### src/rtl/cmp_edge_irq_pkg.sv
package cmp_edge_irq_pkg;
  localparam int DEF_DATA_W = 8;
  localparam int DEF_SYNC_N = 2;

  typedef struct packed {
    logic set;
    logic clr;
  } flag_evt_t;
endpackage

### src/rtl/cmp_edge_irq_sync.sv
module cmp_edge_irq_sync #(
  parameter int STAGES = 2
) (
  input  logic clk,
  input  logic rst_n,
  input  logic din,
  output logic dout
);
  localparam int LAST = STAGES - 1;
  logic [LAST:0] chain_q;

  genvar g;
  generate
    for (g = 0; g < STAGES; g++) begin : g_stage
      if (g == 0) begin : g_first
        always_ff @(posedge clk) begin
          if (!rst_n) chain_q[0] <= 1'b0;
          else        chain_q[0] <= din;
        end
      end else begin : g_next
        always_ff @(posedge clk) begin
          if (!rst_n) chain_q[g] <= 1'b0;
          else        chain_q[g] <= chain_q[g-1];
        end
      end
    end
  endgenerate

  assign dout = chain_q[LAST];
endmodule

### src/rtl/cmp_edge_irq_edge.sv
module cmp_edge_irq_edge (
  input  logic clk,
  input  logic rst_n,
  input  logic level,
  output logic rise
);
  logic prev_q;

  always_ff @(posedge clk) begin
    if (!rst_n) prev_q <= 1'b0;
    else        prev_q <= level;
  end

  assign rise = level & ~prev_q;
endmodule

### src/rtl/cmp_edge_irq_flag.sv
module cmp_edge_irq_flag
  import cmp_edge_irq_pkg::*;
(
  input  logic      clk,
  input  logic      rst_n,
  input  flag_evt_t evt,
  output logic      flag
);
  logic flag_q;

  // Set wins over clear when both land on one edge.
  always_ff @(posedge clk) begin
    if (!rst_n)       flag_q <= 1'b0;
    else if (evt.set) flag_q <= 1'b1;
    else if (evt.clr) flag_q <= 1'b0;
  end

  assign flag = flag_q;
endmodule

### src/rtl/cmp_edge_irq.sv
module cmp_edge_irq
  import cmp_edge_irq_pkg::*;
#(
  parameter int DATA_W   = DEF_DATA_W,
  parameter int FLAG_BIT = 0,
  parameter int SYNC_N   = DEF_SYNC_N
) (
  input  logic              clk,
  input  logic              rst_n,
  input  logic              cmp_async,
  input  logic              wr_en,
  input  logic [DATA_W-1:0] wr_data,
  input  logic              irq_en,
  output logic              flag_o,
  output logic              irq_o
);
  logic      cmp_sync;
  logic      cmp_rise;
  flag_evt_t evt;

  cmp_edge_irq_sync #(.STAGES(SYNC_N)) u_sync (
    .clk  (clk),
    .rst_n(rst_n),
    .din  (cmp_async),
    .dout (cmp_sync)
  );

  cmp_edge_irq_edge u_edge (
    .clk  (clk),
    .rst_n(rst_n),
    .level(cmp_sync),
    .rise (cmp_rise)
  );

  // Only a zero in the flag's bit clears; a one is ignored.
  always_comb begin
    evt.set = cmp_rise;
    evt.clr = wr_en & ~wr_data[FLAG_BIT];
  end

  cmp_edge_irq_flag u_flag (
    .clk  (clk),
    .rst_n(rst_n),
    .evt  (evt),
    .flag (flag_o)
  );

  assign irq_o = flag_o & irq_en;
endmodule

### config.mk
export PLATFORM = sky130hd
export DESIGN_NAME = cmp_edge_irq
export DESIGN_NICKNAME = d
export VERILOG_FILES = /design/src/rtl/cmp_edge_irq_pkg.sv /design/src/rtl/cmp_edge_irq_sync.sv /design/src/rtl/cmp_edge_irq_edge.sv /design/src/rtl/cmp_edge_irq_flag.sv /design/src/rtl/cmp_edge_irq.sv
export SDC_FILE = /design/constraint.sdc
export NUM_CORES = 1
export LEC_CHECK = 0
export ABC_AREA = 0
export CORE_AREA = 5 5 42 44
export CTS_CLUSTER_SIZE = 25
export DETAILED_ROUTE_END_ITERATION = 8
export DIE_AREA = 0 0 47 49
export GPL_ROUTABILITY_DRIVEN = 0
export PLACE_DENSITY_LB_ADDON = 0.25
export SLEW_MARGIN = 25
export SYNTH_ARGS = -nofsm -noshare
export SYNTH_HDL_FRONTEND = slang
export SYNTH_SLANG_ARGS = --single-unit
### constraint.sdc
create_clock -name clk -period 0.8 [get_ports clk]
set_clock_uncertainty 0.2 [all_clocks]
set_input_delay 0.16 -clock clk [delete_from_list [all_inputs] [get_ports clk]]
set_output_delay 0.16 -clock clk [all_outputs]
set_load 0.05 [all_outputs]
==> results of run 1 <==
==> stage by stage <==
step	utilization	setup TNS [ns]
final	0.204	-0.819
after global routing	0.204	-0.888
after CTS	0.204	-0.850
after detailed placement	0.184	-2.01
after global placement	0.184	-1.87
after floorplan	-	-0.290
==> power groups by stage <==
stage | Sequential, W | Clock [W] | Combinational, W
detailed placement | 0.000214 | 0 | 0.0000749
global route | 0.000212 | 0.000298 | 0.0000762
global placement | 0.000214 | 0 | 0.0000737
CTS | 0.000211 | 0.000292 | 0.0000727
floorplan | 0.000222 | 0 | 0.0000183
finish | 0.000211 | 0.000276 | 0.0000718
==> layout by cell type (no fill, tap or decap), drive strengths merged <==
master / n
and2: 3
buf: 3
clkbuf: 4
clkdlybuf4s50: 1
dfxtp: 4
dlygate4sd2: 4
inv: 1
nand2: 2
nor2b: 1
o22ai: 1
==> timing repair <==
item,in CTS,in global routing
hold buffers,0,0
endpoints found under the setup margin,6,2
gates cloned,0,0
gates resized for setup,6,0
pin swaps,1,0
==> sequential cells by signal, summed over array words and instances, names as in the netlist <==
signal,flops
u_edge.prev_q,1
u_sync.dout,1
u_sync.chain_q,1
u_flag.flag,1
==> how the worst min path moves through the flow <==
stage,start,end,cells after the start
floorplan,rst_n,u_edge.prev_q,2
global placement,u_edge.prev_q,u_flag.flag,1
detailed placement,u_edge.prev_q,u_flag.flag,1
CTS,rst_n,u_edge.prev_q,3
global route,wr_data[0],u_flag.flag,3
finish,rst_n,u_edge.prev_q,3
==> cell type report <==
cell class              instances  share of cell area
flip-flops and latches          4               0.293
multi-input cells               7               0.210
repair buffers                  8               0.323
clock buffers                   4              0.0917
well taps                      16              0.0699
inverters                       1              0.0131
==> critical path: stages, from the launching register on <==
cell,delay [ns]
dfxtp_4,0.34
and2_4,0.14
buf_12,0.14
==> cells by family after synthesis <==
kind of cell | synth area share
flops | 0.598
buf+inv | 0.0280
compound gates | 0.0934
simple gates | 0.280
==> routing by layer <==
metal	track usage	up-vias	share of wire	routed length (um)
li1	-	62	-	-
met4	0.0415	0	0.029	8
met1	0.0287	54	0.33	92
met5	0	-	0	0
met2	0.0385	10	0.39	106
met3	0.0258	2	0.25	68
==> flow_metrics.env, run 1 <==
export IMPL_wl_per_cell_um=6.88
export IMPL_critPathLaunchType="flip-flop"
export IMPL_synth_edff_count=0
export IMPL_cts_buffer_depth=2
export IMPL_max_slew_margin=0.903
export IMPL_worst_slack_ns=-0.413
export IMPL_maxCapViolCount=0
export IMPL_place_ws_ns=-0.444
export IMPL_min_period_ns=1.21
export IMPL_area_growth_syn_to_layout_pct=114
export IMPL_start_util=0.0955
export IMPL_min_period_over_period=1.52
export IMPL_ant_nets=0
export IMPL_grt_pass1_vias=132
export IMPL_antenna_cells=0
export IMPL_first_pass_iters=2
export IMPL_htree_levels=1
export IMPL_antenna_found_initial=0
export IMPL_leakagePower_nw=0.131
export IMPL_p_switching_w=0.000121
export IMPL_drc_errors=0
export IMPL_drtIter0Drc=1
export IMPL_place_inst=36
export IMPL_cts_tree="done"
export IMPL_arrival_ns=0.85
export IMPL_synth_area_top_cells="dfxtp_1 60%, and2_2 11%, o22ai_2 9.3%"
export IMPL_synth_area_per_cell_sq_um=11.2
export IMPL_grt_ovfl_total=0
export IMPL_final_area_sq_um=287
export IMPL_ys_seq_area_frac=0.598
export IMPL_fmax_mhz=824
export IMPL_slew_violations=0
export IMPL_power_density_nw_per_um2=1950
export IMPL_drive_above_1_share=0.542
export IMPL_violations="negative setup slack"
export IMPL_die_w_um=47
export IMPL_multi_input_comb_area_sq_um=60.1
export IMPL_final_hold_violation_count=0
export IMPL_die_h_um=49
export IMPL_path_class="flip-flop to output pin"
export IMPL_fp_row_count=14
export IMPL_boundaryPins=15
export IMPL_synth_most_common_cell="dfxtp_1"
export IMPL_die_area_sq_um=2300
export IMPL_path_clk_slew_ns=0.04
export IMPL_worstMarginPinSlew_ns=0.146
export IMPL_dominantRegCellSynth="dfxtp_1"
export IMPL_yosys_register_bits=4
export IMPL_worstReg2RegStart="u_flag.flag"
export IMPL_total_power_w=0.000559
export IMPL_comb_power_share=0.129
export IMPL_startpoint="u_flag.flag"
export IMPL_num_vias=128
export IMPL_ys_warn_count=0
export IMPL_grt_usage=0.0324
export IMPL_synth_top_cell_area_share=0.598
export IMPL_status="finished, violations left"
export IMPL_grt_pass1_wl_um=489
export IMPL_seqPwrFrac=0.377
export IMPL_clkPwrFrac=0.494
export IMPL_finalSetupViolations=2
export IMPL_reg2regPathDepth=2
export IMPL_critPathMaxFanout=3
export IMPL_reg2reg_slack_ns=0.03
export IMPL_root_buffer="clkbuf_4"
export IMPL_cts_sinks=4
export IMPL_synthTopCellsByCount="4 x dfxtp_1, 2 x and2_2"
export IMPL_endpoint_kind="output pin"
export IMPL_yosysUniqueCellTypes=8
export IMPL_seqCellArea_sq_um=83.8
export IMPL_cp_data_required_time_ns=0.44
export IMPL_syn_area_sq_um=134
export IMPL_async_flop_share=0
export IMPL_yosys_area_top_type="dfxtp_1"
export IMPL_vdd_drop_max_v=0.000765
export IMPL_hold_class="primary input to flip-flop"
export IMPL_nNetsFinal=38
export IMPL_via_per_inst=3.20
export IMPL_cts_buffers=3
export IMPL_fill_cells=162
export IMPL_wl_um=275
export IMPL_whs_ns=0.140
export IMPL_r2r_end="u_flag.flag"
export IMPL_internal_power_w=0.000438
export IMPL_placement_cell_area_sq_um=258
export IMPL_grt_max_degree=5
export IMPL_synth_fp_nets=25
export IMPL_syn_inst=12
export IMPL_port_buffers=7
export IMPL_rsz0062_at_grt="yes"
export IMPL_switching_share=0.216
export IMPL_cts_setup_buffers=0
export IMPL_clk_latency_ns=0.24
export IMPL_timing_critical_path_to="irq_o"
export IMPL_finalNonFillerCells=40
export IMPL_core_area_sq_um=1400
Note: power is estimated with default switching activity, not from simulation.
==> inputs of run 2 (changes only) <==
--- a/config.mk
+++ b/config.mk
@@ -6,10 +6,10 @@
 export NUM_CORES = 1
 export LEC_CHECK = 0
 export ABC_AREA = 0
-export CORE_AREA = 5 5 42 44
+export CORE_AREA = 2 2 39 41
 export CTS_CLUSTER_SIZE = 25
 export DETAILED_ROUTE_END_ITERATION = 8
-export DIE_AREA = 0 0 47 49
+export DIE_AREA = 0 0 41 43
 export GPL_ROUTABILITY_DRIVEN = 0
 export PLACE_DENSITY_LB_ADDON = 0.25
 export SLEW_MARGIN = 25
==> flow_metrics.env, run 2 (same netlist as run 1, synthesis figures left out) <==
export IMPL_status="finished, violations left"
export IMPL_violations="negative setup slack"
export IMPL_layout_common_cells="4 x dlygate4sd2_1, 3 x clkbuf_4, 3 x dfxtp_1"
export IMPL_area_growth_syn_to_layout_pct=114
export IMPL_cts_sinks=4
export IMPL_cts_buffers=3
export IMPL_comb_power_share=0.130
export IMPL_r2r_end="u_flag.flag"
export IMPL_antenna_found_initial=0
export IMPL_drive_above_1_share=0.542
export IMPL_drtIter0Drc=1
export IMPL_wl_um=249
export IMPL_reg2reg_slack_ns=0.02
export IMPL_max_slew_margin=0.908
export IMPL_cpPeakStageDelay_ns=0.33
export IMPL_cts_setup_buffers=0
export IMPL_root_buffer="clkbuf_4"
export IMPL_die_h_um=43
export IMPL_utilization=0.207
export IMPL_leakagePower_nw=0.130
export IMPL_fp_row_count=14
export IMPL_first_pass_iters=2
export IMPL_start_util=0.0967
export IMPL_grt_ovfl_total=0
export IMPL_maxCapViolCount=0
export IMPL_cp_data_required_time_ns=0.44
export IMPL_port_buffers=7
export IMPL_boundaryPins=15
export IMPL_drc_errors=0
export IMPL_ant_nets=0
export IMPL_critPathMaxFanout=3
export IMPL_cts_tree="done"
export IMPL_num_vias=121
export IMPL_grt_usage=0.0441
export IMPL_internal_power_w=0.000438
export IMPL_fmax_mhz=829
export IMPL_crit_slowest_cell="dfxtp_4"
export IMPL_critPathBufInv=1
export IMPL_htree_levels=1
export IMPL_die_w_um=41
export IMPL_seqPwrFrac=0.381
export IMPL_die_area_sq_um=1760
export IMPL_worst_path_dominant_cell_family="flip-flops"
export IMPL_grt_pass1_wl_um=400
export IMPL_place_ws_ns=-0.442
export IMPL_arrival_ns=0.85
export IMPL_final_hold_violation_count=0
export IMPL_cts_buffer_depth=2
export IMPL_startpoint="u_flag.flag"
export IMPL_path_class="flip-flop to output pin"
export IMPL_hold_class="primary input to flip-flop"
export IMPL_switching_share=0.208
export IMPL_wl_per_cell_um=6.23
export IMPL_final_common_cell="dlygate4sd2_1"
export IMPL_power_density_nw_per_um2=1930
export IMPL_cp_depth=2
export IMPL_min_period_ns=1.21
export IMPL_nNetsFinal=38
export IMPL_vdd_drop_max_v=0.000470
export IMPL_grt_max_degree=5
export IMPL_clk_latency_ns=0.24
export IMPL_p_switching_w=0.000115
export IMPL_reg2regPathDepth=2
export IMPL_worst_slack_ns=-0.406
export IMPL_antenna_cells=0
export IMPL_via_per_inst=3.03
export IMPL_path_clk_slew_ns=0.04
export IMPL_timing_critical_path_to="irq_o"
export IMPL_worstReg2RegStart="u_flag.flag"
export IMPL_critPathLaunchType="flip-flop"
export IMPL_finalSetupViolations=2
export IMPL_grt_pass1_vias=115
export IMPL_endpoint_kind="output pin"
export IMPL_worstMarginPinSlew_ns=0.138
export IMPL_cts_hold_buf=0
export IMPL_rsz0062_at_grt="yes"
export IMPL_min_period_over_period=1.51
export IMPL_slew_violations=0
export IMPL_cp_cell_sequence="and2_4, buf_12"
export IMPL_core_area_sq_um=1380
export IMPL_clkPwrFrac=0.489
## run 2: cell counts in the layout (fill, tap and decap cells not counted)
Identical to the previous run, type by type.
## run 2: worst min path at each step
stage	start	to	slack [ns]	cells after the start
after floorplan	rst_n	u_edge.prev_q	0.06	2
after global placement	u_edge.prev_q	u_flag.flag	0.22	1
after detailed placement	u_edge.prev_q	u_flag.flag	0.23	1
after CTS	wr_data[0]	u_flag.flag	0.11	3
after global routing	wr_data[0]	u_flag.flag	0.13	3
final	wr_data[0]	u_flag.flag	0.12	3
## run 2: cell type report
type                            instances  area, sq um
Fill cell                             153         1100
Sequential cell                         4         83.8
Multi-Input combinational cell          7         60.1
Inverter                                1         3.75
Tap cell                               16         20.0
Clock buffer                            4         26.3
Timing Repair Buffer                    8         92.6
## run 2: through the flow
stage / TNS (ns) / hold slack, ns / power (W) / cells / area [sq um]
4_1_cts: -0.837 / 0.106 / 0.000574 / 40 / 287
3_3_place_gp: -1.90 / 0.220 / 0.000287 / 36 / 258
3_5_place_dp: -1.99 / 0.229 / 0.000289 / 36 / 258
6_report: -0.806 / 0.116 / 0.000553 / 40 / 287
5_1_grt: -0.868 / 0.134 / 0.000588 / 40 / 287
2_1_floorplan: -0.290 / 0.0643 / 0.000241 / 12 / 140
## run 2: power by group through the flow
stage / registers (W) / logic (W) / clock network [W]
6_report: 0.000211 / 0.0000716 / 0.000270
5_1_grt: 0.000211 / 0.0000762 / 0.000301
4_1_cts: 0.000211 / 0.0000727 / 0.000290
3_5_place_dp: 0.000214 / 0.0000749 / 0
3_3_place_gp: 0.000214 / 0.0000737 / 0
2_1_floorplan: 0.000222 / 0.0000183 / 0
## run 2: tightest hold or removal path: stages
cell,delay [ns]
dlygate4sd2_1,0.23
nor2b_4,0.05
o22ai_2,0.07
## run 2: timing repair
| action | CTS | global route |
|---|---|---|
| gates resized for setup | 6 | 0 |
| endpoints found under the setup margin | 6 | 2 |
| pin swaps | 2 | 0 |
## run 2: routing by layer
layer,GRT usage,vias to the layer above,part of all wire
met4,0.0600,0,0.024
met2,0.0469,8,0.37
met5,0,-,0
li1,-,61,-
met1,0.0256,50,0.41
met3,0.0628,2,0.18
==> inputs of run 3 (changes only) <==
--- a/config.mk
+++ b/config.mk
@@ -6,10 +6,11 @@
 export NUM_CORES = 1
 export LEC_CHECK = 0
 export ABC_AREA = 0
-export CORE_AREA = 2 2 39 41
+export CELL_PAD_IN_SITES_DETAIL_PLACEMENT = 1
+export CELL_PAD_IN_SITES_GLOBAL_PLACEMENT = 2
+export CORE_UTILIZATION = 10
 export CTS_CLUSTER_SIZE = 25
 export DETAILED_ROUTE_END_ITERATION = 8
-export DIE_AREA = 0 0 41 43
 export GPL_ROUTABILITY_DRIVEN = 0
 export PLACE_DENSITY_LB_ADDON = 0.25
 export SLEW_MARGIN = 25
==> flow_metrics.env, run 3 (same netlist as run 1, synthesis figures left out) <==
export IMPL_area_growth_syn_to_layout_pct=110
export IMPL_die_area_sq_um=1490
export IMPL_leakagePower_nw=0.124
export IMPL_cts_setup_buffers=0
export IMPL_drc_errors=0
export IMPL_fill_cells=137
export IMPL_start_util=0.114
export IMPL_violations="negative setup slack"
export IMPL_cp_data_required_time_ns=0.44
export IMPL_max_slew_margin=0.906
export IMPL_port_buffers=7
export IMPL_drive_above_1_share=0.542
export IMPL_grt_ovfl_total=0
export IMPL_cts_tree="done"
export IMPL_hold_depth=3
export IMPL_cp_depth=2
export IMPL_critPathBufInv=2
export IMPL_worstReg2RegStart="u_flag.flag"
export IMPL_antenna_found_initial=0
export IMPL_power_density_nw_per_um2=2020
export IMPL_die_w_um=38.6
export IMPL_critPathMaxFanout=2
export IMPL_clk_latency_ns=0.24
export IMPL_status="finished, violations left"
export IMPL_nNetsFinal=38
export IMPL_grt_max_degree=5
export IMPL_cp_cell_sequence="buf_4, buf_12"
export IMPL_cts_sinks=4
export IMPL_endpoint_kind="output pin"
export IMPL_crit_slowest_cell="dfxtp_4"
export IMPL_htree_levels=1
export IMPL_antenna_cells=0
export IMPL_cts_buffer_depth=2
export IMPL_core_area_sq_um=1170
export IMPL_boundaryPins=15
export IMPL_ant_nets=0
export IMPL_maxCapViolCount=0
export IMPL_num_vias=124
export IMPL_grt_pass1_vias=116
export IMPL_critPathLaunchType="flip-flop"
export IMPL_cts_buffers=3
export IMPL_min_period_ns=1.22
export IMPL_vdd_drop_max_v=0.000578
export IMPL_placement_cell_area_sq_um=255
export IMPL_first_pass_iters=1
export IMPL_r2r_end="u_flag.flag"
export IMPL_layout_common_cells="3 x clkbuf_4, 3 x clkdlybuf4s50_1, 3 x dfxtp_1"
export IMPL_root_buffer="clkbuf_4"
export IMPL_cts_hold_buf=0
export IMPL_drt_met1_wl_um=113
export IMPL_wl_um=281
export IMPL_timing_critical_path_to="flag_o"
export IMPL_die_h_um=38.6
export IMPL_worstMarginPinSlew_ns=0.141
export IMPL_slew_violations=0
export IMPL_reg2reg_slack_ns=-0.10
export IMPL_worst_path_dominant_cell_family="flip-flops"
export IMPL_final_hold_violation_count=0
export IMPL_via_per_inst=3.26
export IMPL_path_class="flip-flop to output pin"
export IMPL_cpPeakStageDelay_ns=0.33
export IMPL_arrival_ns=0.86
export IMPL_utilization=0.240
export IMPL_fmax_mhz=823
export IMPL_drtIter0Drc=0
export IMPL_min_from="rst_n"
export IMPL_grt_usage=0.0491
export IMPL_met2_length_um=124
export IMPL_reg2regPathDepth=3
export IMPL_min_period_over_period=1.52
export IMPL_wl_met3_um=43
export IMPL_fp_row_count=12
export IMPL_startpoint="u_flag.flag"
export IMPL_grt_pass1_wl_um=393
export IMPL_rsz0062_at_grt="yes"
export IMPL_worst_slack_ns=-0.415
export IMPL_hold_class="primary input to flip-flop"
export IMPL_place_ws_ns=-0.459
export IMPL_finalSetupViolations=3
export IMPL_wl_per_cell_um=7.39
export IMPL_final_area_sq_um=282
export IMPL_top_layer="met3"
export IMPL_path_clk_slew_ns=0.05
run 3: changes by cell type in the layout (fill, tap and decap cells not counted):
cell,previous run,this run
nor2b_4,1,0
clkdlybuf4s50_1,1,3
nor2b_2,0,1
dlygate4sd2_1,4,2
run 3: through the flow:
step	TNS (ns)	instances	hold WS (ns)	total power (W)
2_1_floorplan	-0.290	12	0.0643	0.000241
3_3_place_gp	-1.99	34	0.225	0.000289
3_5_place_dp	-2.01	34	0.229	0.000290
4_1_cts	-0.968	38	0.123	0.000587
5_1_grt	-1.03	38	0.141	0.000604
6_report	-0.932	38	0.123	0.000569
run 3: power breakdown:
| part | switching, W | total [W] | leakage (nW) | internal, W |
|---|---|---|---|---|
| logic | 0.0000279 | 0.0000726 | 0.0758 | 0.0000447 |
| registers | 0.00000300 | 0.000210 | 0.0336 | 0.000207 |
| clock network | 0.0000982 | 0.000286 | 0.0150 | 0.000188 |
| total | 0.000129 | 0.000569 | 0.124 | 0.000440 |
run 3: worst min-delay path by stage:
stage	end	slack, ns
finish	u_edge.prev_q	0.12
global route	u_edge.prev_q	0.14
CTS	u_edge.prev_q	0.12
detailed placement	u_flag.flag	0.23
global placement	u_flag.flag	0.22
floorplan	u_edge.prev_q	0.06
run 3: timing repair:
action | in CTS | in global routing
gates resized for setup | 3 | 0
setup endpoints to repair | 6 | 3
pin swaps | 1 | 0
run 3: final cells by class:
| cell class | count | area, sq um | share of cell area |
|---|---|---|---|
| timing repair buffer | 8 | 95.1 | 0.338 |
| tap | 14 | 17.5 | 0.0622 |
| multi-input combinational | 7 | 55.1 | 0.196 |
| inverter | 1 | 3.75 | 0.0133 |
| sequential | 4 | 83.8 | 0.298 |
| clock buffer | 4 | 26.3 | 0.0933 |
run 3: routing by layer:
| layer | up-vias | track usage |
|---|---|---|
| met3 | 0 | 0.0694 |
| met4 | 0 | 0.0517 |
| met2 | 8 | 0.0542 |
| li1 | 60 | - |
| met1 | 56 | 0.0350 |
| met5 | - | 0 |
run 3: worst reg2reg max path, delay by kind of cell, from the launching register on:
kind	cells	cell delay, ns
AO/OA/AOI/OAI	1	0.05
AND/OR/NAND/NOR	1	0.06
buffers and inverters	1	0.14
flip-flops	1	0.33
